**src/rtl/phe_pkg.sv**
```systemverilog
package phe_pkg;

    typedef enum logic [1:0] {
        ST_HDR,
        ST_PAYLOAD,
        ST_DISCARD,
        ST_BYPASS
    } phe_state_t;

    typedef enum logic [3:0] {
        K_DATA,
        K_ARM,
        K_CPU_ON,
        K_CPU_OFF,
        K_SIG_ON,
        K_SIG_OFF,
        K_LINK_RST,
        K_ALL_RST,
        K_BAD
    } cmd_kind_t;

    function automatic cmd_kind_t decode_cmd(input logic [7:0] c, input int nsig);
        cmd_kind_t k;
        k = K_BAD;
        if (c == 8'h01)      k = K_DATA;
        else if (c == 8'h10) k = K_ARM;
        else if (c == 8'h20) k = K_CPU_ON;
        else if (c == 8'h21) k = K_CPU_OFF;
        else if (c == 8'h50) k = K_LINK_RST;
        else if (c == 8'h51) k = K_ALL_RST;
        else if (c[7:4] == 4'h3 && int'(c[3:0]) < nsig) k = K_SIG_ON;
        else if (c[7:4] == 4'h4 && int'(c[3:0]) < nsig) k = K_SIG_OFF;
        return k;
    endfunction

endpackage

```
**src/rtl/phe_hdr_regs.sv**
```systemverilog
module phe_hdr_regs #(
    parameter int DW      = 8,
    parameter int HDR_LEN = 4,
    localparam int CW     = $clog2(HDR_LEN)
) (
    input  logic                         clk,
    input  logic                         rst_n,
    input  logic                         wr_en,
    input  logic [CW-1:0]                wr_idx,
    input  logic [DW-1:0]                wr_byte,
    output logic [HDR_LEN-1:0][DW-1:0]   hdr_q
);
    for (genvar i = 0; i < HDR_LEN; i++) begin : g_byte
        always_ff @(posedge clk or negedge rst_n) begin
            if (!rst_n)
                hdr_q[i] <= '0;
            else if (wr_en && wr_idx == CW'(i))
                hdr_q[i] <= wr_byte;
        end
    end
endmodule

```
**src/rtl/phe_fsm.sv**
```systemverilog
module phe_fsm
    import phe_pkg::*;
#(
    parameter int DW      = 8,
    parameter int HDR_LEN = 4,
    parameter int NSIG    = 4,
    localparam int CW     = $clog2(HDR_LEN)
) (
    input  logic          clk,
    input  logic          rst_n,
    input  logic          bypass,
    input  logic [DW-1:0] chan_addr,
    input  logic          tok_valid,
    input  logic          tok_eop,
    input  logic [DW-1:0] tok_data,
    input  logic [DW-1:0] addr_q,
    input  logic [DW-1:0] cmd_q,
    output logic          hdr_we,
    output logic [CW-1:0] hdr_idx,
    output logic          exec_req,
    output logic          fifo_wr,
    output logic [DW-1:0] fifo_data,
    output logic          fifo_eop,
    output logic          ack_wr,
    output logic [DW-1:0] ack_data,
    output logic          hdr_err,
    output logic          short_err
);
    localparam logic [CW-1:0] LAST = CW'(HDR_LEN - 1);

    phe_state_t st, st_n;
    logic [CW-1:0] cnt, cnt_n;
    logic fwr_n, feop_n, awr_n, err_n, serr_n;
    cmd_kind_t kind;

    assign kind    = decode_cmd(cmd_q, NSIG);
    assign hdr_idx = cnt;

    always_comb begin
        st_n     = st;
        cnt_n    = cnt;
        fwr_n    = 1'b0;
        feop_n   = 1'b0;
        awr_n    = 1'b0;
        err_n    = 1'b0;
        serr_n   = 1'b0;
        hdr_we   = 1'b0;
        exec_req = 1'b0;
        if (bypass) begin
            st_n  = ST_BYPASS;
            cnt_n = '0;
            if (tok_valid) begin
                fwr_n  = 1'b1;
                feop_n = tok_eop;
            end
        end else if (tok_valid) begin
            unique case (st)
                ST_HDR, ST_BYPASS: begin
                    st_n = ST_HDR;
                    if (tok_eop) begin
                        serr_n = (cnt != '0);
                        cnt_n  = '0;
                    end else begin
                        awr_n  = 1'b1;
                        hdr_we = 1'b1;
                        if (cnt == LAST) begin
                            cnt_n = '0;
                            st_n  = ST_DISCARD;
                            if (addr_q != chan_addr)  err_n = 1'b1;
                            else if (kind == K_DATA)  st_n = ST_PAYLOAD;
                            else if (kind == K_BAD)   err_n = 1'b1;
                            else                      exec_req = 1'b1;
                        end else begin
                            cnt_n = cnt + CW'(1);
                        end
                    end
                end
                ST_PAYLOAD: begin
                    fwr_n  = 1'b1;
                    feop_n = tok_eop;
                    if (tok_eop) st_n = ST_HDR;
                end
                ST_DISCARD: begin
                    if (tok_eop) st_n = ST_HDR;
                end
            endcase
        end else if (st == ST_BYPASS) begin
            st_n = ST_HDR;
        end
    end

    always_ff @(posedge clk or negedge rst_n) begin
        if (!rst_n) begin
            st  <= ST_HDR;
            cnt <= '0;
        end else begin
            st  <= st_n;
            cnt <= cnt_n;
        end
    end

    always_ff @(posedge clk or negedge rst_n) begin
        if (!rst_n) begin
            fifo_wr   <= 1'b0;
            fifo_eop  <= 1'b0;
            fifo_data <= '0;
            ack_wr    <= 1'b0;
            ack_data  <= '0;
            hdr_err   <= 1'b0;
            short_err <= 1'b0;
        end else begin
            fifo_wr   <= fwr_n;
            fifo_eop  <= feop_n;
            ack_wr    <= awr_n;
            hdr_err   <= err_n;
            short_err <= serr_n;
            if (fwr_n) fifo_data <= tok_data;
            if (awr_n) ack_data  <= tok_data;
        end
    end
endmodule

```
**src/rtl/phe_cmd_exec.sv**
```systemverilog
module phe_cmd_exec
    import phe_pkg::*;
#(
    parameter int DW   = 8,
    parameter int NSIG = 4,
    localparam int SW  = (NSIG > 1) ? $clog2(NSIG) : 1
) (
    input  logic            clk,
    input  logic            rst_n,
    input  logic            req,
    input  logic [DW-1:0]   cmd,
    output logic            cpu_reset,
    output logic [NSIG-1:0] ext_sig,
    output logic            link_rst,
    output logic            all_rst,
    output logic            deny
);
    cmd_kind_t kind;
    logic armed;
    logic [SW-1:0] sidx;

    assign kind = decode_cmd(cmd, NSIG);
    assign sidx = cmd[SW-1:0];

    always_ff @(posedge clk or negedge rst_n) begin
        if (!rst_n) begin
            armed     <= 1'b0;
            cpu_reset <= 1'b0;
            ext_sig   <= '0;
            link_rst  <= 1'b0;
            all_rst   <= 1'b0;
            deny      <= 1'b0;
        end else begin
            link_rst <= 1'b0;
            all_rst  <= 1'b0;
            deny     <= 1'b0;
            if (req) begin
                case (kind)
                    K_ARM:     armed <= 1'b1;
                    K_SIG_ON:  ext_sig[sidx] <= 1'b1;
                    K_SIG_OFF: ext_sig[sidx] <= 1'b0;
                    K_CPU_ON, K_CPU_OFF, K_LINK_RST, K_ALL_RST: begin
                        if (armed) begin
                            armed <= 1'b0;
                            if (kind == K_CPU_ON)   cpu_reset <= 1'b1;
                            if (kind == K_CPU_OFF)  cpu_reset <= 1'b0;
                            if (kind == K_LINK_RST) link_rst  <= 1'b1;
                            if (kind == K_ALL_RST)  all_rst   <= 1'b1;
                        end else begin
                            deny <= 1'b1;
                        end
                    end
                    default: ;
                endcase
            end
        end
    end
endmodule

```
**src/rtl/pkt_hdr_exec.sv**
```systemverilog
module pkt_hdr_exec #(
    parameter int DW      = 8,
    parameter int HDR_LEN = 4,
    parameter int NSIG    = 4,
    localparam int CW     = $clog2(HDR_LEN)
) (
    input  logic            clk,
    input  logic            rst_n,
    input  logic            bypass,
    input  logic [DW-1:0]   chan_addr,
    input  logic            tok_valid,
    input  logic            tok_eop,
    input  logic [DW-1:0]   tok_data,
    output logic            fifo_wr,
    output logic [DW-1:0]   fifo_data,
    output logic            fifo_eop,
    output logic            ack_wr,
    output logic [DW-1:0]   ack_data,
    output logic            hdr_err,
    output logic            short_err,
    output logic            cpu_reset,
    output logic [NSIG-1:0] ext_sig,
    output logic            link_rst,
    output logic            all_rst,
    output logic [DW-1:0]   tid_q,
    output logic [DW-1:0]   ctl_q
);
    logic [HDR_LEN-1:0][DW-1:0] hdr_q;
    logic hdr_we, exec_req, fsm_err, deny;
    logic [CW-1:0] hdr_idx;

    phe_hdr_regs #(.DW(DW), .HDR_LEN(HDR_LEN)) u_regs (
        .clk(clk), .rst_n(rst_n), .wr_en(hdr_we), .wr_idx(hdr_idx),
        .wr_byte(tok_data), .hdr_q(hdr_q)
    );

    phe_fsm #(.DW(DW), .HDR_LEN(HDR_LEN), .NSIG(NSIG)) u_fsm (
        .clk(clk), .rst_n(rst_n), .bypass(bypass), .chan_addr(chan_addr),
        .tok_valid(tok_valid), .tok_eop(tok_eop), .tok_data(tok_data),
        .addr_q(hdr_q[0]), .cmd_q(hdr_q[1]),
        .hdr_we(hdr_we), .hdr_idx(hdr_idx), .exec_req(exec_req),
        .fifo_wr(fifo_wr), .fifo_data(fifo_data), .fifo_eop(fifo_eop),
        .ack_wr(ack_wr), .ack_data(ack_data),
        .hdr_err(fsm_err), .short_err(short_err)
    );

    phe_cmd_exec #(.DW(DW), .NSIG(NSIG)) u_exec (
        .clk(clk), .rst_n(rst_n), .req(exec_req), .cmd(hdr_q[1]),
        .cpu_reset(cpu_reset), .ext_sig(ext_sig),
        .link_rst(link_rst), .all_rst(all_rst), .deny(deny)
    );

    assign hdr_err = fsm_err | deny;
    assign tid_q   = hdr_q[2];
    assign ctl_q   = hdr_q[3];
endmodule

```
**config.mk**
```make
export PLATFORM = sky130hd
export DESIGN_NAME = pkt_hdr_exec
export DESIGN_NICKNAME = d
export VERILOG_FILES = /design/src/rtl/phe_pkg.sv /design/src/rtl/phe_hdr_regs.sv /design/src/rtl/phe_fsm.sv /design/src/rtl/phe_cmd_exec.sv /design/src/rtl/pkt_hdr_exec.sv
export SDC_FILE = /design/constraint.sdc
export NUM_CORES = 1
export LEC_CHECK = 0
export ABC_AREA = 1
export CORE_MARGIN = 8
export CORE_UTILIZATION = 52
export DETAILED_ROUTE_END_ITERATION = 8
export PLACE_DENSITY = 0.87
export SETUP_SLACK_MARGIN = 0.1
export SYNTH_ARGS = -nofsm -noshare
export SYNTH_HDL_FRONTEND = slang
export SYNTH_HIERARCHICAL = 1
export SYNTH_SLANG_ARGS = --single-unit
export TNS_END_PERCENT = 5
```
**constraint.sdc**
```tcl
create_clock -name clk -period 2.1 [get_ports clk]
set_clock_uncertainty 0.05 [all_clocks]
set_input_delay 0.525 -clock clk [delete_from_list [all_inputs] [get_ports clk]]
set_output_delay 0.525 -clock clk [all_outputs]
set_load 0.05 [all_outputs]
```
* Word level (Yosys, flattened, before mapping) *
Cells that the tools add are included.

word-level totals
  register bits after elaboration = 66
  bits of input ports = 21
  output and inout bits = 44
  word-level logic and storage cells = 147

operators by class
  $add $sub $neg = 1
  magnitude comparators = 3
  equality and inequality tests = 24
  mux-type cells = 71
  bitwise logic cells = 4
  reduce and logical (&&, ||, !) cells = 25

operators by type and width
  kind                                                         count
  two-way mux 1 bit                                            46
  two-way mux 4 bit                                            8
  two-way mux 2 bit                                            13
  equality test 4 x 3 -> 1 bit (second input constant)         5
  equality test 8 x 6 -> 1 bit (second input constant)         2
  equality test 8 x 7 -> 1 bit (second input constant)         2
  equality test 4 x 2 -> 1 bit (second input constant)         3
  nonzero test 2 bit                                           6
  equality test 2 bit (second input constant)                  4
  equality test 8 x 1 -> 1 bit (second input constant)         1
  equality test 8 x 5 -> 1 bit (second input constant)         1
  inequality test 8 bit                                        1
  case mux 4 bit (2 select lines)                              1
  AND reduction 2 bit                                          4
  logical AND 1 bit                                            7
  bitwise AND 4 bit                                            1
  equality test 2 x 1 -> 1 bit (second input constant)         2
  equality test 4 x 1 -> 1 bit (second input constant)         1
  equality test 4 bit (second input constant)                  1
  zero test 2 bit                                              2
  zero test 4 bit                                              1
  less-than comparator 4 x 3 -> 1 bit (second input constant)  1
  inequality test 4 x 3 -> 1 bit (second input constant)       1
  inverter 4 bit                                               1
  other kinds (12)                                             13

* Logic depth before layout (Yosys ltp) *
Gate-level depths: netlist (run 1).

  depth after elaboration = 20
  gate-level depth with buffers = 13
  mapped depth without buffers = 13

* Modules after synthesis *
Netlist (run 1), hierarchy kept.

modules (own cells, without submodules)
  module        times used  cells an instance  area an instance (µm²)  seq. area each (µm²)
  phe_fsm       1           202                1511.4                  625.6
  phe_hdr_regs  1           143                1436.4                  800.8
  phe_cmd_exec  1           72                 546.8                   225.2
  pkt_hdr_exec  1           3                  11.3                    0.0

* Worst setup path after synthesis (run 1) *
Ideal clock, no wire load.

  path type = register to register
  start point = register u_regs/hdr_q[9] in the netlist's numbering
  end point = register with a tool-made name
  library setup time = 0.119 ns
  data arrival time = 1.742 ns
  data required time = 1.931 ns
  path slack = 0.189 ns
  stages on the path, launching flop included = 14
  path buffers = 0
  clock period less this slack = 1.911 ns
  cell sequence = dfrtp_1 > inv_1 > nand2_1 > nor2_2 > nand2_1 > o21ai_1 > nor2_1 > and2_4 > nor3b_2 > nand2_1 > inv_2 > nand2_1 > nand2_1 > nand2_1

RTL lines
  item                               RTL line            text
  from (decl)                        phe_hdr_regs.sv:11  output logic [HDR_LEN-1:0][DW-1:0] hdr_q
  from (signal, indexed assignment)  phe_hdr_regs.sv:18  hdr_q[i] <= wr_byte;

==> reports/results.ini, run 1 <==
[run_status]
status=complete, no violations

[drt]
drtAntennaViolNets=0
drc=0
initialDrtViolationCount=208
dr.pass1.iters=5
viasPerCell=5.24
routedWlPerCell_microns=14.1
wirelength_microns=8320
vias=3086

[timing]
hold_ws_ps=131
worst_slew_pin_slew_ps=523
hold_viol_final=0
post-route-period-util_pct=94.1
finalCriticalPeriod_ps=1980
fmax_mhz=506
relSlewSlack_pct=65.3
rsz0062_at_grt=no
setup_viol=0
slew_viol_final=0

[global_routing]
grt_pass1_vias=2957
grt_first_pass_wirelength_microns=13700
grt_use_met1_pct=20.7
grtUsageMet3_pct=6.47
grtUsageTotal_pct=17.5
grt_max_degree=67
overflow=0
use_met2_pct=28.8
antenna_found_initial=0
top_usage_layer=met2

[yosys]
seq_area_frac_synth_pct=47.1
yosys.area.top_type=dfrtp_1
yosysUniqueCellTypes=39
synth_top_family_by_area=simple AND/OR/NAND/NOR gates
syn_inst=420
synthMuxAreaShare_pct=0
synth_fp_nets=445
ys_seq_elements=66
synthTopCellsByArea=dfrtp_1, nand2_1, nand4_1, inv_1, nand3_1
synth-xor-area-share_pct=1.75
yosys_warnings=6
avgSynthCellArea_sq_um=8.35
synth_top_area_share_pct=47.1
synth_compound_area_share_pct=5.75
synth-adder-area-share_pct=1.43
synth_area_sq_um=3510
yosys.area_share.simple_pct=34.2

[final_layout]
antenna_cells=0
seqCellArea_sq_um=1660
fillers=539
syn_to_final_growth_pct=27.2
drive_gt1_share_pct=24.2
finalNonFillerCells=589
nets=529
multi_input_comb_area_sq_um=1530

[floorplanning]
start_util_pct=52.8
die_w_microns=98.1
die_area_sq_um=9630
die_h_microns=98.1
core_sq_um=6640
io_pins=65
row_count=30

[flow_run]
drv_cap=0

[clock_network]
clockBufferDepth=2
clk_latency_ps=340
cts.sink_count=66
cts-hold-fix-buffers=0
htreeDepth=3
root_buffer=clkbuf_8
cts_tree=done
clkTransAtPathRegs_ps=70
cts_buffers=9

[place]
place.gp.congestion=0.861
dp_cells=572
hpwl_microns=6020
io_buffers=64

[worst_setup_path]
crit_fanout=5
critical_path_class=primary input to flop
r2r_slack_ps=190
required_ps=2280
worstSetupStartpointType=primary input
critPathLaunch=tok_valid
worst_ep_arrival_time_ps=2150
cp-end-kind=flop
worstRegToRegCells=13
regToRegStartpoint=u_regs/hdr_q[13]

[pwr]
total_power_uw=5350
p_leak_uw=0.00235
worst_ir_drop_vdd_mv=0.792
powerDensity_nw_per_um2=1200

[hold_path]
hp-class=primary input to asynchronous set/reset pin

[Yosys cell counts]
| library cell | instances |
|---|---|
| nor2b_1 | 1 |
| clkinv_2 | 1 |
| nor2_4 | 4 |
| a41oi_1 | 1 |
| inv_2 | 9 |
| nand2_4 | 1 |
| nor3b_2 | 1 |
| xor2_1 | 3 |
| inv_1 | 43 |
| o21ai_2 | 8 |
| a21oi_2 | 2 |
| ha_1 | 4 |
| nor2_8 | 1 |
| nand3_2 | 1 |
| nor3_2 | 2 |
| and2_4 | 1 |
| nor3_1 | 1 |
| xnor2_1 | 4 |
| buf_2 | 1 |
| buf_6 | 8 |
| o21ai_1 | 11 |
| bufinv_8 | 2 |
| nand4_1 | 29 |
| nor2_2 | 7 |
| buf_4 | 1 |
| a21oi_1 | 3 |
| o31ai_1 | 1 |
| a21o_1 | 1 |
| o21ai_0 | 4 |
| clkinv_1 | 1 |
| nor2_1 | 25 |
| nand2_1 | 139 |
| nand3_4 | 3 |
| nand3_1 | 22 |
| nand2_2 | 5 |
| nor4_1 | 1 |
| dfrtp_1 | 66 |
| nand4_2 | 1 |
| nand3b_1 | 1 |
[routing by layer]
metal / wire length, microns / part of all wire (%)
met1: 3580 / 43
met2: 4130 / 50
met3: 479 / 5.8
met4: 131 / 1.6
met5: 0 / 0
[area by class of cell]
class / instances / share of cell area [%]
well taps: 80 / 2.24
repair buffers: 83 / 15.9
inverters: 56 / 5.36
clock buffers: 10 / 3.09
multi-input cells: 288 / 34.3
flip-flops and latches: 66 / 37.1
clock inverters: 6 / 1.99
[worst max-delay path, cell delays in order]
cell	delay (ps)
clkdlybuf4s50_1	490
inv_2	60
nor2_2	110
nand2_1	100
nor2_1	130
nand2_1	140
nor3b_4	230
nand2_2	120
inv_2	90
nand2_1	60
nand2_1	60
nand2_1	40
[worst max path at each step]
stage | end | slack (ps) | cells past startpoint
floorplan | flop | 190 | 13
global placement | flop | -130 | 12
detailed placement | flop | -190 | 12
CTS | flop | 150 | 12
global route | flop | 40 | 13
finish | flop | 120 | 12
[timing repair]
action | in CTS | in global routing
setup endpoints to repair | 12 | 8
pin swaps | 0 | 2
resized for setup | 12 | 8
setup buffers | 0 | 1
[registers in the layout, summed over array words and instances (netlist names), named ones only]
name,count
u_exec/cpu_reset,1
u_fsm/fifo_eop,1
u_exec/link_rst,1
u_exec/armed,1
u_fsm/ack_data,8
u_fsm/hdr_idx,2
u_fsm/hdr_err,1
u_fsm/ack_wr,1
u_fsm/fifo_wr,1
u_regs/hdr_q,32
u_exec/all_rst,1
u_fsm/st,2
u_fsm/fifo_data,8
u_fsm/short_err,1
u_exec/deny,1
[cell usage in the layout, fill, tap and decap left out, types with 2 or more instances in the layout]
| cell type | n |
|---|---|
| a21oi_1 | 3 |
| a21oi_2 | 2 |
| buf_12 | 2 |
| buf_4 | 49 |
| bufinv_16 | 2 |
| bufinv_8 | 2 |
| clkbuf_8 | 10 |
| clkdlybuf4s50_1 | 19 |
| clkinv_2 | 2 |
| clkinvlp_4 | 2 |
| dfrtp_1 | 63 |
| dfrtp_2 | 3 |
| dlygate4sd2_1 | 12 |
| ha_1 | 4 |
| inv_1 | 43 |
| inv_2 | 9 |
| nand2_1 | 138 |
| nand2_2 | 6 |
| nand3_1 | 22 |
| nand3_4 | 3 |
| nand4_1 | 29 |
| nor2_1 | 23 |
| nor2_2 | 8 |
| nor2_4 | 5 |
| nor3_2 | 2 |
| o21ai_0 | 4 |
| o21ai_1 | 11 |
| o21ai_2 | 8 |
| xnor2_1 | 4 |
| xor2_1 | 3 |
[metrics by stage]
stage | setup WS [ps] | area, sq um | setup TNS, ps | util (%)
after detailed placement | -187 | 4220 | -1460 | 63.5
after global routing | 37.4 | 4460 | 0 | 67.1
after CTS | 151 | 4430 | 0 | 66.7
after floorplan | 189 | 3510 | 0 | -
final | 124 | 4460 | 0 | 67.1
after global placement | -129 | 4220 | -990 | 63.5
[cells by family after synthesis]
group                      Yosys count
and+or+nand+nor                    246
buffers and inverters               66
DFF                                 66
AOI/OAI and AO/OA                   31
xor gates and xnor gates             7
adders and majority gates            4
[power breakdown]
part	switching (uW)	leakage, uW	internal [uW]	total [uW]
Sequential	303	0.000860	1580	1880
Combinational	1510	0.00138	760	2270
Clock	495	0.000109	702	1200
(Power assumes the default switching activity.)
==> inputs of run 2 (changes only) <==
--- a/config.mk
+++ b/config.mk
@@ -7,10 +7,12 @@
 export LEC_CHECK = 0
 export ABC_AREA = 1
 export CORE_MARGIN = 8
-export CORE_UTILIZATION = 52
+export CORE_UTILIZATION = 54
+export CTS_BUF_LIST = sky130_fd_sc_hd__clkbuf_4
 export DETAILED_ROUTE_END_ITERATION = 8
-export PLACE_DENSITY = 0.87
+export PLACE_DENSITY = 0.89
 export SETUP_SLACK_MARGIN = 0.1
+export SLEW_MARGIN = 40
 export SYNTH_ARGS = -nofsm -noshare
 export SYNTH_HDL_FRONTEND = slang
 export SYNTH_HIERARCHICAL = 1
==> run 2 against run 1 <==
Compared with the run above:
- sequential cell count unchanged
- die area decreased by 3.1%
- global-route usage increased by 1.6 points
- maximum frequency increased by 2.5%
- register-to-register slack got worse by 20 ps
- highest routed layer unchanged
- count of clock-buffer cells in the layout decreased by 1
- sequential power about the same
- largest power group unchanged
- cell area increased by 0.22%
- worst setup slack improved by 48 ps
- non-clock buffer count increased by 9
- largest cell class unchanged
- total power decreased by 5.4%
==> reports/results.ini, run 2 (synthesis gave the netlist of run 1 again) <==
[hold_path]
hp-class=primary input to asynchronous set/reset pin  ; unchanged

[floorplanning]
row_count=29  ; was 30
die_w_microns=96.6  ; was 98.1 microns
start_util_pct=55.5  ; was 52.8%
io_pins=65  ; unchanged
core_sq_um=6310  ; was 6640 sq um
die_h_microns=96.6  ; was 98.1 microns
die_area_sq_um=9330  ; was 9630 sq um

[drt]
vias=3161  ; was 3,086
wirelength_microns=8780  ; was 8320 microns
initialDrtViolationCount=217  ; was 208
topRoutingLayerUsed=met4  ; unchanged
routedWlPerCell_microns=14.8  ; was 14.1 microns
met1_length_microns=3410  ; was 3580 microns
viasPerCell=5.31  ; was 5.24
wl_met2_microns=4400  ; was 4130 microns
dr.pass1.iters=4  ; was 5
wl_met3_microns=690  ; was 479 microns
drtAntennaViolNets=0  ; unchanged
drc=0  ; unchanged

[worst_setup_path]
worst_ep_arrival_time_ps=1350  ; was 2150 ps
path_buf_inv=1  ; was 3
worstRegToRegCells=9  ; was 13
required_ps=1520  ; was 2280 ps
cp-end-kind=primary output  ; was flop
regToRegStartpoint=u_regs/hdr_q[14]  ; was u_regs/hdr_q[13]
crit_fanout=2  ; was 5
crit_chain=dlygate4sd2_1  ; was clkdlybuf4s50_1 > inv_2 > nor2_2 > nand2_1 > nor2_1 > nand2_1 > nor3b_4 > nand2_2 > inv_2 > nand2_1 > nand2_1 > nand2_1
cp_slowest_cell=dlygate4sd2_1  ; was clkdlybuf4s50_1
critical_path_class=flop to primary output  ; was primary input to flop
worstSetupStartpointType=flop  ; was primary input
slowest_delay_ps=540  ; was 490 ps
crit_family=buffers and inverters  ; was simple AND/OR/NAND/NOR gates
r2r_slack_ps=170  ; was 190 ps

[clock_network]
root_buffer=clkbuf_4  ; was clkbuf_8
clockBufferDepth=2  ; unchanged
clkTransAtPathRegs_ps=120  ; was 70 ps
cts_buffers=9  ; unchanged
cts.sink_count=66  ; unchanged
htreeDepth=3  ; unchanged
cts_tree=done  ; unchanged
cts-hold-fix-buffers=0  ; unchanged
clk_latency_ps=420  ; was 340 ps

[global_routing]
grtUsageTotal_pct=19.0  ; was 17.5%
grt_pass1_vias=3090  ; was 2,957
antenna_found_initial=0  ; unchanged
grt_max_degree=67  ; unchanged
grt_first_pass_wirelength_microns=13800  ; was 13,700 microns
overflow=0  ; unchanged

[timing]
post-route-period-util_pct=91.8  ; was 94.1%
worst_slack_ps=172  ; was 124 ps
setup_viol=0  ; unchanged
finalCriticalPeriod_ps=1930  ; was 1980 ps
relSlewSlack_pct=64.0  ; was 65.3%
hold_ws_ps=31.5  ; was 131 ps
final.setup.tns_ps=0  ; unchanged
hold_viol_final=0  ; unchanged
rsz0062_at_grt=no  ; unchanged
worst_slew_pin_slew_ps=535  ; was 523 ps
slew_viol_final=0  ; unchanged
fmax_mhz=519  ; was 506 MHz

[pwr]
pwr-share-comb_pct=47.9  ; was 42.5%
powerDensity_nw_per_um2=1130  ; was 1200 nW/um^2
total_power_uw=5060  ; was 5350 uW
p_leak_uw=0.00237  ; was 0.00235 uW
pwr-share-seq_pct=37.2  ; was 35.1%
p_int_uw=2680  ; was 3040 uW
p_sw_uw=2380  ; was 2310 uW
clkPwrFrac_pct=14.9  ; was 22.4%
worst_ir_drop_vdd_mv=0.780  ; was 0.792 mV
p_sw_share_pct=47.1  ; was 43.2%

[final_layout]
layout_commonest_cell=nand2_1  ; unchanged
nets=538  ; was 529
largest_reg_flops=32  ; unchanged
drive_gt1_share_pct=27.0  ; was 24.2%
largest-register=u_regs/hdr_q  ; unchanged
mostFrequentLayoutCells=nand2_1, dfrtp_1, buf_4  ; unchanged
antenna_cells=0  ; unchanged
syn_to_final_growth_pct=27.5  ; was 27.2%
reg_top3=u_regs/hdr_q: 32 flops, u_fsm/ack_data: 8 flops, u_fsm/fifo_data: 8 flops  ; unchanged

[place]
place.gp.congestion=0.861  ; about the same
io_buffers=64  ; unchanged
hpwl_microns=6230  ; was 6020 microns
pre_cts_slack_ps=-202  ; was -187 ps

[run_status]
status=complete, no violations  ; unchanged

[flow_run]
drv_cap=0  ; unchanged

## run 2: power groups by stage
| stage | registers (uW) | logic, uW | clock network, uW |
|---|---|---|---|
| 2_1_floorplan | 2340 | 1170 | 0 |
| 3_3_place_gp | 1870 | 2160 | 0 |
| 4_1_cts | 1870 | 2230 | 780 |
| 6_report | 1880 | 2420 | 753 |
| 5_1_grt | 1930 | 2610 | 814 |
| 3_5_place_dp | 1890 | 2250 | 0 |
## run 2: cell type report
cell class	instances	area (sq um)
clock buffers	9	67.6
fillers	470	1840
clock inverters	7	52.6
multi-input cells	288	1560
well taps	77	96.3
inverters	56	239
repair buffers	92	795
flip-flops and latches	66	1660
## run 2: repair_timing
| item | CTS | global route |
|---|---|---|
| gates resized for setup | 14 | 20 |
| setup endpoints to repair | 14 | 9 |
| pin swaps | 0 | 8 |
| setup buffers | 0 | 10 |
## run 2: metrics by stage
stage / utilization (%) / std cells / instance area [sq um]
finish: 70.8 / 595 / 4470
global route: 70.8 / 595 / 4470
CTS: 68.7 / 585 / 4340
detailed placement: 67.0 / 569 / 4230
global placement: 67.0 / 569 / 4230
floorplan: - / 420 / 3510
## run 2: worst max path at each step
stage,depth (start not counted),start,slack (ps),end
2_1_floorplan,13,u_regs/hdr_q[9],190,flop
3_3_place_gp,12,tok_valid,-130,flop
3_5_place_dp,10,tok_valid,-200,flop
4_1_cts,1,u_fsm/fifo_data[4],140,fifo_data[4]
5_1_grt,13,u_regs/hdr_q[13],60,flop
6_report,1,u_fsm/fifo_data[7],170,fifo_data[7]
## run 2: layer usage
| layer | GRT usage [%] | up-vias |
|---|---|---|
| met4 | 9.71 | 0 |
| met2 | 31.7 | 116 |
| met1 | 21.8 | 1493 |
| met3 | 5.49 | 27 |
| li1 | - | 1525 |
| met5 | 0 | - |
